--- config.mk ---
export PLATFORM = sky130hd
export DESIGN_NAME = ifc_irq_ctrl
export DESIGN_NICKNAME = d
export VERILOG_FILES = /design/src/rtl/ifc_pkg.sv /design/src/rtl/ifc_edge_detect.sv /design/src/rtl/ifc_flag_bank.sv /design/src/rtl/ifc_enable_bank.sv /design/src/rtl/ifc_irq_ctrl.sv
export SDC_FILE = /design/constraint.sdc
export NUM_CORES = 1
export LEC_CHECK = 0
export ABC_AREA = 1
export ABC_CLOCK_PERIOD_IN_PS = 2800
export BUFFER_PORTS_ARGS = -buffer_cell sky130_fd_sc_hd__clkbuf_2
export CORE_UTILIZATION = 42
export CTS_CLUSTER_DIAMETER = 100
export CTS_CLUSTER_SIZE = 25
export DETAILED_ROUTE_END_ITERATION = 7
export GPL_TIMING_DRIVEN = 0
export PLACE_DENSITY = 0.68
export SLEW_MARGIN = 20
export SYNTH_ARGS = -nofsm -noshare
export SYNTH_HDL_FRONTEND = slang
export SYNTH_SLANG_ARGS = --single-unit
--- constraint.sdc ---
create_clock -name clk -period 2.8 [get_ports clk]
set_input_delay 0.28 -clock clk [delete_from_list [all_inputs] [get_ports clk]]
set_output_delay 0.28 -clock clk [all_outputs]
set_load 0.02 [all_outputs]
--- src/rtl/ifc_pkg.sv ---
package ifc_pkg;
    localparam int unsigned N_FLAGS  = 7;
    localparam int unsigned N_EVT    = N_FLAGS - 1;
    localparam int unsigned DATA_W   = N_FLAGS + 1;
    localparam int unsigned STRB_BIT = 1;

    typedef enum logic [1:0] {
        ED_INIT = 2'd0,
        ED_LOW  = 2'd1,
        ED_HIGH = 2'd2
    } edge_state_t;
endpackage

--- src/rtl/ifc_edge_detect.sv ---
module ifc_edge_detect
    import ifc_pkg::*;
(
    input  logic clk,
    input  logic rst_n,
    input  logic lvl,
    input  logic rise_sel,
    output logic hit
);
    edge_state_t st_q, st_nx;

    always_ff @(posedge clk) begin
        if (!rst_n) st_q <= ED_INIT;
        else        st_q <= st_nx;
    end

    always_comb begin
        st_nx = st_q;
        unique case (st_q)
            ED_INIT: st_nx = lvl ? ED_HIGH : ED_LOW;
            ED_LOW:  if (lvl)  st_nx = ED_HIGH;
            ED_HIGH: if (!lvl) st_nx = ED_LOW;
            default: st_nx = ED_INIT;
        endcase
    end

    always_comb begin
        hit = 1'b0;
        unique case (st_q)
            ED_INIT: hit = 1'b0;
            ED_LOW:  hit = lvl & rise_sel;
            ED_HIGH: hit = ~lvl & ~rise_sel;
            default: hit = 1'b0;
        endcase
    end

    // the cycle after reset carries no level history, so no event
    a_r1_no_first_edge: assert property (@(posedge clk) disable iff (!rst_n)
        (st_q == ED_INIT) |-> !hit);
endmodule

--- src/rtl/ifc_flag_bank.sv ---
module ifc_flag_bank #(
    parameter int unsigned N = 7
) (
    input  logic         clk,
    input  logic         rst_n,
    input  logic [N-1:0] set_vec,
    input  logic [N-1:0] clr_vec,
    output logic [N-1:0] flags_q
);
    for (genvar i = 0; i < N; i++) begin : g_bit
        always_ff @(posedge clk) begin
            if (!rst_n)          flags_q[i] <= 1'b0;
            else if (set_vec[i]) flags_q[i] <= 1'b1;
            else if (clr_vec[i]) flags_q[i] <= 1'b0;
        end

        // a set always lands, whatever clear comes with it
        a_r10_set_wins: assert property (@(posedge clk) disable iff (!rst_n)
            set_vec[i] |=> flags_q[i]);
        // with no clear of its own, a set flag stays set
        a_r7_hold: assert property (@(posedge clk) disable iff (!rst_n)
            (flags_q[i] && !clr_vec[i]) |=> flags_q[i]);
    end
endmodule

--- src/rtl/ifc_enable_bank.sv ---
module ifc_enable_bank #(
    parameter int unsigned N = 7
) (
    input  logic         clk,
    input  logic         rst_n,
    input  logic         wr_hit,
    input  logic [N:0]   wdata,
    output logic [N-1:0] en_q
);
    logic set_mode;
    assign set_mode = wdata[N];

    always_ff @(posedge clk) begin
        if (!rst_n)
            en_q <= '0;
        else if (wr_hit)
            en_q <= set_mode ? (en_q | wdata[N-1:0]) : (en_q & ~wdata[N-1:0]);
    end

    for (genvar i = 0; i < N; i++) begin : g_chk
        // set-mode write marks the bit
        a_r6_set: assert property (@(posedge clk) disable iff (!rst_n)
            (wr_hit && wdata[N] && wdata[i]) |=> en_q[i]);
        // clear-mode write drops the bit
        a_r6_clear: assert property (@(posedge clk) disable iff (!rst_n)
            (wr_hit && !wdata[N] && wdata[i]) |=> !en_q[i]);
        // unmarked bits keep their value
        a_r6_keep: assert property (@(posedge clk) disable iff (!rst_n)
            (!(wr_hit && wdata[i])) |=> $stable(en_q[i]));
    end
endmodule

--- src/rtl/ifc_irq_ctrl.sv ---
module ifc_irq_ctrl
    import ifc_pkg::*;
#(
    parameter int unsigned ADDR_W   = 4,
    parameter logic [ADDR_W-1:0] FLAG_OFS = 4'hD,
    parameter logic [ADDR_W-1:0] EN_OFS   = 4'hE
) (
    input  logic              clk,
    input  logic              rst_n,
    input  logic              strobe_pin,
    input  logic              edge_rise,
    input  logic              porta_access,
    input  logic [N_EVT-1:0]  evt_in,
    input  logic [ADDR_W-1:0] addr,
    input  logic              rd_en,
    input  logic              wr_en,
    input  logic [DATA_W-1:0] wr_data,
    output logic [DATA_W-1:0] rd_data,
    output logic              irq_n
);
    logic               strb_hit;
    logic [N_FLAGS-1:0] set_vec, clr_vec, flags, enables;
    logic               pending, wr_flag, wr_en_reg;

    ifc_edge_detect u_edge (
        .clk      (clk),
        .rst_n    (rst_n),
        .lvl      (strobe_pin),
        .rise_sel (edge_rise),
        .hit      (strb_hit)
    );

    assign set_vec = {evt_in[N_EVT-1:1], strb_hit, evt_in[0]};

    assign wr_flag   = wr_en && (addr == FLAG_OFS);
    assign wr_en_reg = wr_en && (addr == EN_OFS);

    always_comb begin
        clr_vec = wr_flag ? wr_data[N_FLAGS-1:0] : '0;
        clr_vec[STRB_BIT] = clr_vec[STRB_BIT] | porta_access;
    end

    ifc_flag_bank #(.N(N_FLAGS)) u_flags (
        .clk     (clk),
        .rst_n   (rst_n),
        .set_vec (set_vec),
        .clr_vec (clr_vec),
        .flags_q (flags)
    );

    ifc_enable_bank #(.N(N_FLAGS)) u_enables (
        .clk    (clk),
        .rst_n  (rst_n),
        .wr_hit (wr_en_reg),
        .wdata  (wr_data),
        .en_q   (enables)
    );

    assign pending = |(flags & enables);
    assign irq_n   = ~pending;

    always_comb begin
        rd_data = '0;
        if (rd_en) begin
            if (addr == FLAG_OFS)    rd_data = {pending, flags};
            else if (addr == EN_OFS) rd_data = {1'b1, enables};
        end
    end

    // a port A access with no coincident edge leaves the strobe flag clear
    a_r3_porta_clear: assert property (@(posedge clk) disable iff (!rst_n)
        (porta_access && !strb_hit) |=> !flags[STRB_BIT]);
    // a detected edge is latched into flag bit 1
    a_r2_edge_latched: assert property (@(posedge clk) disable iff (!rst_n)
        strb_hit |=> flags[STRB_BIT]);
    // summary bit on the read path agrees with the request pin
    a_r9_irq_matches_summary: assert property (@(posedge clk) disable iff (!rst_n)
        (rd_en && addr == FLAG_OFS) |-> (rd_data[DATA_W-1] == !irq_n));
    // enable read always shows bit 7 high
    a_r8_enable_top_bit: assert property (@(posedge clk) disable iff (!rst_n)
        (rd_en && addr == EN_OFS) |-> rd_data[DATA_W-1]);
endmodule

# Yosys cells after proc, flatten, opt, wreduce, memory -nomap -nowiden
# Index checks and enable logic that the tools add are counted.
op_classes:
  reduce_logical: 12
  mux: 24
  bitwise_logic: 10
  n_eq_ne: 6
ops:
  columns: ["op", "count"]
  rows:
  - ["$mux 8", 3]
  - ["$and 7x7->7", 2]
  - ["$mux 1", 14]
  - ["$mux 7", 2]
  - ["$reduce_bool 2->1", 7]
  - ["$eq 4x4->1 const B", 2]
  - ["$not 7->7", 1]
  - ["$or 7x7->7", 1]
  - ["$reduce_or 7->1", 1]
  - ["$mux 2", 3]
  - ["$pmux 2 s3", 1]
  - ["$ne 2x2->1 const B", 2]
  - ["$not 1->1", 3]
  - ["$and 1x1->1", 2]
  - ["$eq 2x1->1 const B", 1]
  - ["$eq 2x2->1 const B", 1]
  - ["$logic_and 1x1->1", 2]
  - ["$logic_not 2->1", 1]
  - ["$pmux 1 s2", 1]
  - ["$reduce_and 2->1", 1]
  - ["$or 1x1->1", 1]
totals:
  reg_bits: 16
  output_inout_bits: 9
  wordCells: 61

# Logic depth before layout (Yosys ltp)
# Gate-level depths: netlist (run 1).
depth:
  ltp_word: 6
  mapped_depth: 8
  ltp_nobuf: 7

# Hierarchy
# Synthesis (run 1) repeated with hierarchy kept, for this count alone.
hier_totals:
  hier_cells: 183
  hier_area_um2: 1064.8
modules_own_cells:
  columns: ["module", "cells_per_inst", "instances", "area_per_inst_um2"]
  rows:
  - ["ifc_enable_bank", 49, 1, 297.8]
  - ["ifc_irq_ctrl", 66, 1, 292.8]
  - ["ifc_flag_bank", 36, 1, 284.0]
  - ["ifc_edge_detect", 32, 1, 190.2]

# Worst setup path before layout (run 1)
# Ideal clock, no wire load.
synth_timing:
  path_kind: "reg2out"
  start: "register with a tool-made name"
  end: "output port irq_n"
  path_slack_ns: 1.394
  t_required_ns: 2.520
  arrival_time_ns: 1.126
  stages_incl_launch_ff: 4
  path_cell_list: "dfxtp_1 > nand2_1 > nand2_1 > nor4_1"
synth_rtl:
  columns: ["item", "line", "source"]
  rows:
  - ["to (decl)", "ifc_irq_ctrl.sv:19", "output logic irq_n"]

# Worst setup path in the final report (run 1)
layout_timing:
  start: "input port addr[1]"
  end: "output port rd_data[1]"
layout_via:
  elab_chain_len: 4
  elab_cells_between_ends: 5
layout_rtl:
  columns: ["item", "line", "source"]
  rows:
  - ["from (decl)", "ifc_irq_ctrl.sv:14", "input logic [ADDR_W-1:0] addr,"]
  - ["$eq 4x4->1", "ifc_irq_ctrl.sv:66", "else if (addr == EN_OFS) rd_data = {1'b1, enables};"]
  - ["$mux 8", "ifc_irq_ctrl.sv:66", null]
  - ["$mux 8 (*)", "ifc_irq_ctrl.sv:65", "if (addr == FLAG_OFS) rd_data = {pending, flags};"]
  - ["$mux 8 (*)", "ifc_irq_ctrl.sv:64", "if (rd_en) begin"]
  - ["to (decl)", "ifc_irq_ctrl.sv:18", "output logic [DATA_W-1:0] rd_data,"]
# Every way passes the cells marked *; elsewhere a longest branch is shown, timed or not.

==> results of run 1 <==
[cell usage after synthesis (2+ instances only)]
cell	instances
a21oi_1	16
dfxtp_1	16
ha_1	3
inv_1	24
nand2_1	52
nand2_2	3
nand3_1	14
nand3_4	2
nor2_1	19
nor2_4	2
o21ai_0	6
[tightest hold or removal path: stages]
cell,delay [ps]
clkbuf_2,80
inv_1,40
a21oi_1,50
[report_power, final]
| part | switching [mW] | total (mW) | internal [mW] |
|---|---|---|---|
| registers | 0.0116 | 0.254 | 0.242 |
| logic | 0.0595 | 0.100 | 0.0405 |
| clock network | 0.0804 | 0.160 | 0.0793 |
[layout make-up]
type | instances | area [um^2]
Fill cell | 240 | 998
Buffer | 4 | 47.5
Clock buffer | 4 | 36.3
Timing Repair Buffer | 32 | 160
Multi-Input combinational cell | 118 | 567
Inverter | 24 | 90.1
Sequential cell | 16 | 320
Tap cell | 28 | 35.0
[logic make-up after synthesis]
group | count (synthesis) | synth area share [%]
and+or+nand+nor | 93 | 40.9
buffers and inverters | 28 | 13.4
AOI/OAI and AO/OA | 22 | 10.7
DFF | 16 | 31.3
adders and majority gates | 3 | 3.66
[path summary, 6_finish.rpt]
path | cells after the start | slack [ps] | to | startpoint
setup / recovery | 8 | 1240 | rd_data[1] | addr[1]
hold / removal | 3 | 190 | u_flags.flags_q[3] | evt_in[2]
setup reg to reg | 5 | 1500 | u_edge.st_q[0] | u_edge.st_q[1]
hold reg to reg | 2 | 490 | u_flags.flags_q[0] | u_flags.flags_q[0]
[metrics by stage]
stage / worst slack [ps] / area [um^2] / utilization [%]
final: 1240 / 1260 / 55.7
after CTS: 1240 / 1260 / 55.7
after detailed placement: 1250 / 1220 / 54.1
after global routing: 1070 / 1260 / 55.7
after global placement: 1250 / 1220 / 54.1
after floorplan: 1390 / 1020 / -
[per-layer routing]
metal,vias to the layer above,track usage (%),part of all wire (%)
met5,-,0,0
met4,0,7.66,1.8
met3,9,3.87,4.0
met2,37,36.6,48
met1,480,23.6,46
li1,574,-,-
==> summary.md, run 1 <==
| Metric | Value |
|---|---|
| Number of flops mapped to enable cells by yosys | `0` |
| Fmax | `642 MHz` |
| Die Ht | `51.4 um` |
| First-pass GRT wire length | `4.02 mm` |
| Clock Tree Buf Depth | `2` |
| Slowest-stage cell, CP | `buf_4` |
| Placed Cells | `222` |
| Mapped Area | `around 0.001 mm^2` |
| Worst path bufs/invs | `4` |
| Layout Cells excl Fill | `226` |
| I/O pin total | `34` |
| Chip Width | `51.4 um` |
| Normalized max-slew margin | `74.7%` |
| GPL Wtd Cong | `0.757` |
| CTS buffer count | `3` |
| Avg Inst Size Synth | `6.33 um^2` |
| Pin count of the biggest net entering global routing | `11` |
| Top cell type's share of synthesized area | `31.3%` |
| Via density | `4.87` |
| Critical Path AT | `1280 ps` |
| Initial drt markers | `20` |
| Initial Utilization | `45.4%` |
| Mapped Cells | `approximately 160` |
| Period utilization | `around 56%` |
| Total power | `between 500 and 600 uW` |
| Clk root buf | `clkbuf_4` |
| Hold buffer count at CTS | `0` |
| CP Max Fanout | `10` |
| Worst Tran Pin Value | `376 ps` |
| Sink Count | `16` |
| Routed Wire Length | `around 2.4 mm` |
| Total grt overflow | `0` |
| Max-capacitance violation count | `0` |
| PwrDens | `409 mW/mm^2` |
| Commonest non-fill, non-tap cells in the layout | `nand2_1 (52), clkbuf_2 (32), inv_1 (24)` |
| Final setup violation count | `0` |
| Core Region | `around 0.0023 mm^2` |
| Layout cells sized above 1 | `between 20% and 30%` |
| Largest stage delay on the critical path | `210 ps` |
| Area Overhead vs Synth | `22.6%` |
| Min-Delay Path Class | `input pin to register` |
| Num rows | `17` |
| Layout Nets | `227` |
| Dominant cell type by area after synthesis | `dfxtp_1` |
| Worst-case vdd ir drop | `approximately 240 uV` |
| Async set-reset flop share out of synthesis | `0%` |
| Setup total negative slack | `0 ps` |
| ANT nets after route | `0` |
| Ant diodes | `0` |
| Final Max Tran Viols | `0` |
| Yosys Warn Count | `0` |
| Worst setup SP type | `input pin` |
| Cts repair resizes | `0` |
| Leak | `0.641 nW` |
| Post-synth top flop | `dfxtp_1` |
| Initial antenna violation count | `0` |
| Avg WL per Cell | `10.6 um` |
| Syn Nets | `190` |
| Vias | `1100` |
| Global router's overall resource usage | `20.4%` |
| Clock transition at path regs | `100 ps` |
| Seq/Total Area, Yosys | `about 31%` |
| Setup Skew | `0.800 ps` |
| CTS tree | `done` |
| Tmin final | `1560 ps` |
| Commonest non-fill, non-tap cell in the layout | `nand2_1` |
| RSZ-0062 raised after global routing | `false` |
| Setup Buffers After CTS | `0` |
| Die area | `between 0.002 and 0.003 mm^2` |
| Worst path cell trace | `clkbuf_2 -> inv_1 -> nand2_1 -> nor2_4 -> buf_4 -> nand2_1 -> a21oi_1 -> clkbuf_2` |
| CP delay by family, top | `buffers and inverters` |
| Skew-Pair Late Insertion Delay | `290 ps` |
| DP Wirelength | `1.83 mm` |
| Worst EP required | `2520 ps` |
| Pre-antenna DRT Iters | `5` |
| Hold WS | `193 ps` |
| Critical Path End Type | `output port` |
| Status | `finished, final reports clean` |
| DRC | `0` |
| Largest cells by area after synthesis | `dfxtp_1 (31%), nand2_1 (19%), inv_1 (8.8%)` |
| Vias in the first global route | `984` |
| Fin. Hold Viols | `0` |
| Yosys reg bits | `16` |
| H-tree depth | `1` |
| Crit Path Class | `input pin to output port` |
| Netlist cell types | `16` |
| Port buffer count | `32` |
No activity file was read; power rests on OpenSTA's default activity.
==> run 2, diff against run 1 <==
Settings changed: ABC_CLOCK_PERIOD_IN_PS 2800 to 1500.
Clock period 2.8 ns to 1.5 ns, I/O delays scaled along.
==> run 2 against run 1 <==
  * Critical path depth shrank 1
  * Count of clock-buffer cells in the layout did not move
  * Combinational power increased by 87%
  * Worst setup slack worse by 1100 ps
  * Clock skew hardly changed
  * Non-clock buffer count stayed put
  * Utilization grew 0.39 points
  * Worst hold slack got worse by 140 ps
  * Sequential share of layout area about the same
  * Global-route usage stayed put
  * First-iteration DRC count up 5.0%
  * Largest cell class unchanged
==> summary.md, run 2 (synthesis gave the netlist of run 1 again) <==
| Metric | Value |
|---|---|
| Worst reg-to-reg path cell count | `5 (unchanged)` |
| Vias | `1099 (-0.091%)` |
| Initial drt markers | `21 (+5.0%)` |
| Pre-antenna DRT Iters | `4 (-1)` |
| # fillers | `234 (-2.5%)` |
| Worst EP required | `1350 ps (-1170 ps)` |
| Util after Layout | `56.1% (+0.39 points)` |
| Cell Int Power | `676 uW (+87%)` |
| Critical Path AT | `1260 ps (-20 ps)` |
| PwrDens | `758 mW/mm^2 (+86%)` |
| Avg WL per Cell | `10.7 um (+0.96%)` |
| Multi-input logic area | `573 um^2 (+1.1%)` |
| Via density | `4.86 (about the same)` |
| Setup crit start | `u_flags.flags_q[4]` |
| Ant diodes | `0 (unchanged)` |
| Worst setup margin | `94.3 ps (-1150 ps)` |
| Sw power | `283 uW (+87%)` |
| Clock Tree Buf Depth | `2 (unchanged)` |
| Period utilization | `roughly 94%` |
| GPL Wtd Cong | `0.757 (unchanged)` |
| Setup Skew | `0.800 ps (+0.0000830 ps)` |
| DP Wirelength | `1.83 mm (unchanged)` |
| Core Region | `0.00225 mm^2 (unchanged)` |
| Worst setup endpoint | `rd_data[7]` |
| Worst setup SP type | `register` |
| Max-capacitance violation count | `0 (unchanged)` |
| I/O pin total | `34 (unchanged)` |
| Min-Delay Path Class | `input pin to register` |
| Fin. Hold Viols | `0 (unchanged)` |
| Status | `finished, final reports clean` |
| Pin count of the biggest net entering global routing | `11 (unchanged)` |
| Commonest non-fill, non-tap cells in the layout | `nand2_1 (52), clkbuf_2 (32), inv_1 (24)` |
| Clk root buf | `clkbuf_4` |
| Fmax | `711 MHz` |
| Num rows | `17 (unchanged)` |
| Initial antenna violation count | `0 (unchanged)` |
| Vias in the first global route | `984 (unchanged)` |
| H-tree depth | `1 (unchanged)` |
| Placed Cells | `222 (unchanged)` |
| Worst reg2reg path endpoint | `u_edge.st_q[0]` |
| Area Overhead vs Synth | `23.4%` |
| Total power | `959 uW (+87%)` |
| Layout cells sized above 1 | `25.3% (+1.5 points)` |
| Layout Nets | `227 (unchanged)` |
| Worst Tran Pin Value | `376 ps (+0.122 ps)` |
| Setup total negative slack | `0 ps (unchanged)` |
| CTS tree | `done` |
| Crit Path Class | `register to output port` |
| Die area | `0.00264 mm^2 (unchanged)` |
| Worst-case vdd ir drop | `447 uV (+86%)` |
| Commonest non-fill, non-tap cell in the layout | `nand2_1` |
| Combinational share of power | `19.5% (about the same)` |
| Skew-Pair Late Insertion Delay | `290 ps (about the same)` |
| Die Ht | `51.4 um (unchanged)` |
| Normalized max-slew margin | `74.7% (about the same)` |
| Critical Path End Type | `output port` |
| Reg power frac | `49.4% (about the same)` |
| Pre-CTS setup slack | `206 ps (-1040 ps)` |
| Clock transition at path regs | `100 ps (about the same)` |
| Final setup violation count | `0 (unchanged)` |
| CP Max Fanout | `3 (-7)` |
| Initial Utilization | `45.4% (unchanged)` |
| Placed instance area | `0.00122 mm^2 (unchanged)` |
| ANT nets after route | `0 (unchanged)` |
| Leak | `0.643 nW (+0.35%)` |
| Global router's overall resource usage | `20.4% (unchanged)` |
| Routed Wire Length | `2.43 mm (+0.96%)` |
| CTS buffer count | `3 (unchanged)` |
| RR Startpoint | `u_edge.st_q[1]` |
| FF/Latch Area | `323 um^2 (+0.78%)` |
| Clock power share | `31.1% (about the same)` |
| Sink Count | `16 (unchanged)` |
| Port buffer count | `32 (unchanged)` |
| Layout Cells excl Fill | `226 (unchanged)` |
| Tmin final | `1410 ps` |
| Switch share | `29.5% (-0.030 points)` |
| Critical hold path startpoint | `evt_in[2]` |
| Final Max Tran Viols | `0 (unchanged)` |
| R2r setup slk | `200 ps (-1300 ps)` |
| Design Area, Final | `0.00126 mm^2 (+0.70%)` |
| Total grt overflow | `0 (unchanged)` |
| Chip Width | `51.4 um (unchanged)` |
| Hold WS | `56.1 ps (-137 ps)` |
| First-pass GRT wire length | `4.02 mm (unchanged)` |
| DRC | `0 (unchanged)` |
==> run 2: changes by cell type in the layout (fill, tap and decap cells not counted) <==
cell / before / now
nor4_1: 1 / 0
dfxtp_1: 16 / 14
dfxtp_2: 0 / 2
nor4_2: 0 / 1
==> run 2: timing repair <==
action / CTS / global route
setup buffers: 0 / 0
hold endpoints to repair: 0 / 0
resized for setup: 0 / 3
hold buffers: 0 / 0
endpoints found under the setup margin: 0 / 1
==> run 2: how the worst min path moves through the flow <==
stage	end	slack (ps)	cells after the start
2_1_floorplan	u_flags.flags_q[0]	280	2
3_3_place_gp	u_flags.flags_q[2]	380	3
3_5_place_dp	u_flags.flags_q[3]	380	3
4_1_cts	u_flags.flags_q[3]	60	3
5_1_grt	u_flags.flags_q[3]	60	3
6_report	u_flags.flags_q[3]	60	3
==> run 2: power groups by stage <==
stage / Combinational [mW] / Sequential (mW) / Clock [mW]
2_1_floorplan: 0.117 / 0.478 / 0
3_3_place_gp: 0.178 / 0.481 / 0
3_5_place_dp: 0.186 / 0.484 / 0
4_1_cts: 0.187 / 0.473 / 0.303
5_1_grt: 0.212 / 0.479 / 0.323
6_report: 0.187 / 0.474 / 0.298
==> run 2: cell type report <==
class	instances	share of cell area [%]
buffer	4	3.76
timing repair buffer	32	12.7
tap	28	2.77
inverter	24	7.12
multi-input combinational	118	45.3
sequential	16	25.5
clock buffer	4	2.87
==> run 2: layer usage <==
layer / global-route usage, % / up-vias / part of all wire, %
li1: - / 574 / -
met2: 36.6 / 35 / 49
met1: 23.6 / 483 / 45
met3: 3.87 / 7 / 4.6
met5: 0 / - / 0
met4: 7.66 / 0 / 1.6
==> run 2: worst max-delay path, stage by stage (launching register included) <==
cell      delay, ps
dfxtp_1         370
nand2_1          60
nand2_1         120
nor2_1           60
nand3_1          70
nand2_1          50
nor2_1           70
clkbuf_2        170
==> run 3, diff against run 2 <==
Settings changed: ABC_AREA 1 to unset, PLACE_DENSITY 0.68 to 0.7.
==> run 3 against run 2 <==
  * The run now ends with setup timing left
  * Final cell count is 25% lower
  * Utilization rose by 1.4 points
  * Global-route usage decreased by 0.84 points
  * Worst setup slack got worse by 110 ps
  * Flip-flop and latch count unchanged
  * Critical path type unchanged
==> summary.md, run 3 <==
| Metric | Value |
|---|---|
| Worst Tran Pin Value | `432 ps (+56.0 ps)` |
| Mapped Area | `933 um^2 (-8.9%)` |
| Async set-reset flop share out of synthesis | `0% (unchanged)` |
| DP Wirelength | `1.74 mm (-4.7%)` |
| Mapped Cells | `108 (-33%)` |
| PwrDens | `907 mW/mm^2 (+20%)` |
| Worst reg2reg path endpoint | `u_edge.st_q[0]` |
| FF/Latch Area | `324 um^2 (+0.39%)` |
| Routed Wire Length | `2.21 mm (-9.1%)` |
| Top cell type's share of synthesized area | `34.3% (+3.1 points)` |
| Fmax | `658 MHz (-7.5%)` |
| Worst-case vdd ir drop | `504 uV (+13%)` |
| Ant diodes | `0 (unchanged)` |
| GPL Wtd Cong | `0.758 (+0.12%)` |
| Pre-antenna DRT Iters | `4 (unchanged)` |
| R2r setup slk | `150 ps (-50 ps)` |
| Yosys reg bits | `16 (unchanged)` |
| Util after Layout | `57.5% (+1.4 points)` |
| Status | `finished, violations left` |
| Setup Buffers After CTS | `0 (unchanged)` |
| Cell Int Power | `727 uW (+7.5%)` |
| ANT nets after route | `0 (unchanged)` |
| Via density | `5.47 (+12%)` |
| Core Region | `0.00202 mm^2 (-10%)` |
| # fillers | `180 (-23%)` |
| Seq/Total Area, Yosys | `34.3% (+3.1 points)` |
| Switch share | `31.1% (+1.6 points)` |
| Worst EP required | `1350 ps (about the same)` |
| Total power | `1.05 mW (+10%)` |
| Avg Inst Size Synth | `8.64 um^2 (+37%)` |
| Clock power share | `21.0% (-10 points)` |
| Die Ht | `49.1 um (-4.4%)` |
| Sw power | `328 uW (+16%)` |
| Period utilization | `101% (+7.5 points)` |
| Skew-Pair Late Insertion Delay | `280 ps (about the same)` |
| Critical Path AT | `1370 ps (+110 ps)` |
| Port buffer count | `32 (unchanged)` |
| Normalized max-slew margin | `71.2% (-3.5 points)` |
| Hold Crit Depth | `2 (-1)` |
| Hold EP | `u_flags.flags_q[2]` |
| Global router's overall resource usage | `19.6% (-0.84 points)` |
| Worst setup SP type | `register` |
| RSZ-0062 raised after global routing | `true` |
| Largest cells by area after synthesis | `dfxtp_1 (34%), mux2i_1 (9.7%), a22oi_1 (7.2%)` |
| Sink Count | `16 (unchanged)` |
| Die area | `0.00241 mm^2 (-8.6%)` |
| Netlist cell types | `27 (+11)` |
| First-pass GRT wire length | `3.55 mm (-12%)` |
| H-tree depth | `1 (unchanged)` |
| Number of flops mapped to enable cells by yosys | `0 (unchanged)` |
| Setup total negative slack | `-18.8 ps (-18.8 ps)` |
| Syn Nets | `136 (-28%)` |
| Dominant cell type by area after synthesis | `dfxtp_1` |
| CTS tree | `done` |
| Reg power frac | `48.6% (-0.8 points)` |
| Max-capacitance violation count | `0 (unchanged)` |
| Total grt overflow | `0 (unchanged)` |
| Fin. Hold Viols | `0 (unchanged)` |
| Chip Width | `49.1 um (-4.4%)` |
| Synth top cells by count | `dfxtp_1 (16), nand2_1 (12), a22oi_1 (9), mux2i_1 (9)` |
| Area Overhead vs Synth | `24.5%` |
| RR Startpoint | `u_edge.st_q[0]` |
| Leak | `0.553 nW (-14%)` |
| Crit Path Class | `register to output port` |
| Commonest non-fill, non-tap cells in the layout | `clkbuf_2 (31), dfxtp_1 (13), nand2_1 (12)` |
| Combinational share of power | `30.5% (+11 points)` |
| Multi-input logic area | `542 um^2 (-5.5%)` |
| Worst reg-to-reg path cell count | `5 (unchanged)` |
| Post-synth top flop | `dfxtp_1` |
| Initial drt markers | `24 (+14%)` |
| Clock transition at path regs | `90 ps (about the same)` |
| Hold WS | `64.5 ps (+8.43 ps)` |
| CTS buffer count | `3 (unchanged)` |
| Initial Utilization | `46.2% (+0.71 points)` |
| Failing checks | `setup timing` |
| Min-Delay Path Class | `input pin to register` |
| Initial antenna violation count | `0 (unchanged)` |
| I/O pin total | `34 (unchanged)` |
| Most common cell in the netlist | `dfxtp_1` |
| DRC | `0 (unchanged)` |
| Vias | `930 (-15%)` |
| Tmin final | `1520 ps (+113 ps)` |
| Final setup violation count | `1 (+1)` |
| Layout Nets | `173 (-24%)` |
| Final Max Tran Viols | `0 (unchanged)` |
| Critical Path End Type | `output port` |
| Placed instance area | `0.00113 mm^2 (-7.6%)` |
| Setup Skew | `1.35 ps (+0.550 ps)` |
| CP Max Fanout | `3 (unchanged)` |
| Commonest non-fill, non-tap cell in the layout | `clkbuf_2` |
| Yosys Warn Count | `0 (unchanged)` |
| Clock Tree Buf Depth | `2 (unchanged)` |
| Vias in the first global route | `854 (-13%)` |
| Design Area, Final | `0.00116 mm^2 (-8.1%)` |
| Layout cells sized above 1 | `32.2% (+6.9 points)` |
| Critical hold path startpoint | `wr_data[2]` |
| Clk root buf | `clkbuf_4` |
| Pin count of the biggest net entering global routing | `11 (unchanged)` |
| Worst setup margin | `-18.8 ps (-113 ps)` |
| Num rows | `16 (-1)` |
| Avg WL per Cell | `13.0 um (+21%)` |
-- run 3: cell count changes after synthesis, moves of 7 or more --
| cell | before | now |
|---|---|---|
| nand2_1 | 52 | 12 |
| nor2b_1 | 0 | 8 |
| a21oi_1 | 16 | 0 |
| nor2_1 | 19 | 0 |
| mux2i_1 | 0 | 9 |
| a22oi_1 | 0 | 9 |
| nand3_1 | 14 | 7 |
| inv_1 | 24 | 8 |
| a31oi_1 | 0 | 7 |
-- run 3: per-layer routing --
| metal | global-route usage (%) | share of wire (%) | vias up |
|---|---|---|---|
| li1 | - | - | 466 |
| met1 | 19.7 | 41 | 435 |
| met2 | 37.4 | 53 | 24 |
| met3 | 4.36 | 4.4 | 5 |
| met4 | 8.82 | 1.6 | 0 |
| met5 | 0 | 0 | - |
-- run 3: worst max-delay path, stage by stage, from the launching register on --
cell and delay [ps]:
dfxtp_2 330, a222oi_1 320, and3_1 220, o21ai_1 60
buf_4 150
-- run 3: worst max-delay path by stage --
stage                                  start              to  slack (ps)  cells after the start
final                     u_flags.flags_q[3]      rd_data[7]         -20                      4
after global routing      u_flags.flags_q[3]      rd_data[7]        -100                      4
after CTS                           register      rd_data[7]         -50                      4
after detailed placement      u_edge.st_q[1]  u_edge.st_q[0]          70                      5
after global placement        u_edge.st_q[1]  u_edge.st_q[0]         170                      5
after floorplan           u_flags.flags_q[3]      rd_data[7]         160                      3
-- run 3: kinds of logic (layout without fill, tap and decap cells) --
kind of cell / after synthesis / in the layout / share of synthesized area (%)
AND/OR/NAND/NOR: 37 / 37 / 22.8
AO/OA/AOI/OAI: 28 / 28 / 21.2
flip-flops: 16 / 16 / 34.3
buffers and inverters: 15 / 50 / 8.04
multiplexers: 9 / 9 / 9.65
adder cells (fa/ha/maj): 3 / 3 / 4.02
-- run 3: through the flow --
stage | std cells | worst slack, ps
6_report | 170 | -18.8
2_1_floorplan | 108 | 162
3_3_place_gp | 167 | 169
3_5_place_dp | 167 | 72.3
5_1_grt | 170 | -102
4_1_cts | 170 | -48.5
-- run 3: area by class of cell --
| cell class | count | area share, % |
|---|---|---|
| well taps | 27 | 2.91 |
| multi-input cells | 77 | 46.6 |
| clock buffers | 3 | 1.94 |
| plain buffers | 7 | 3.88 |
| inverters | 8 | 2.58 |
| flip-flops and latches | 16 | 27.9 |
| repair buffers | 32 | 14.2 |
-- run 3: power by group through the flow --
stage	registers (mW)	clock network, mW	logic, mW
finish	0.512	0.221	0.321
global route	0.518	0.242	0.360
CTS	0.508	0.225	0.315
detailed placement	0.518	0	0.314
global placement	0.515	0	0.291
floorplan	0.507	0	0.224
-- run 3: timing repair --
item,CTS,global route
setup endpoints to repair,1,3
hold buffers,0,0
pin swaps,3,2
gates resized for setup,4,4
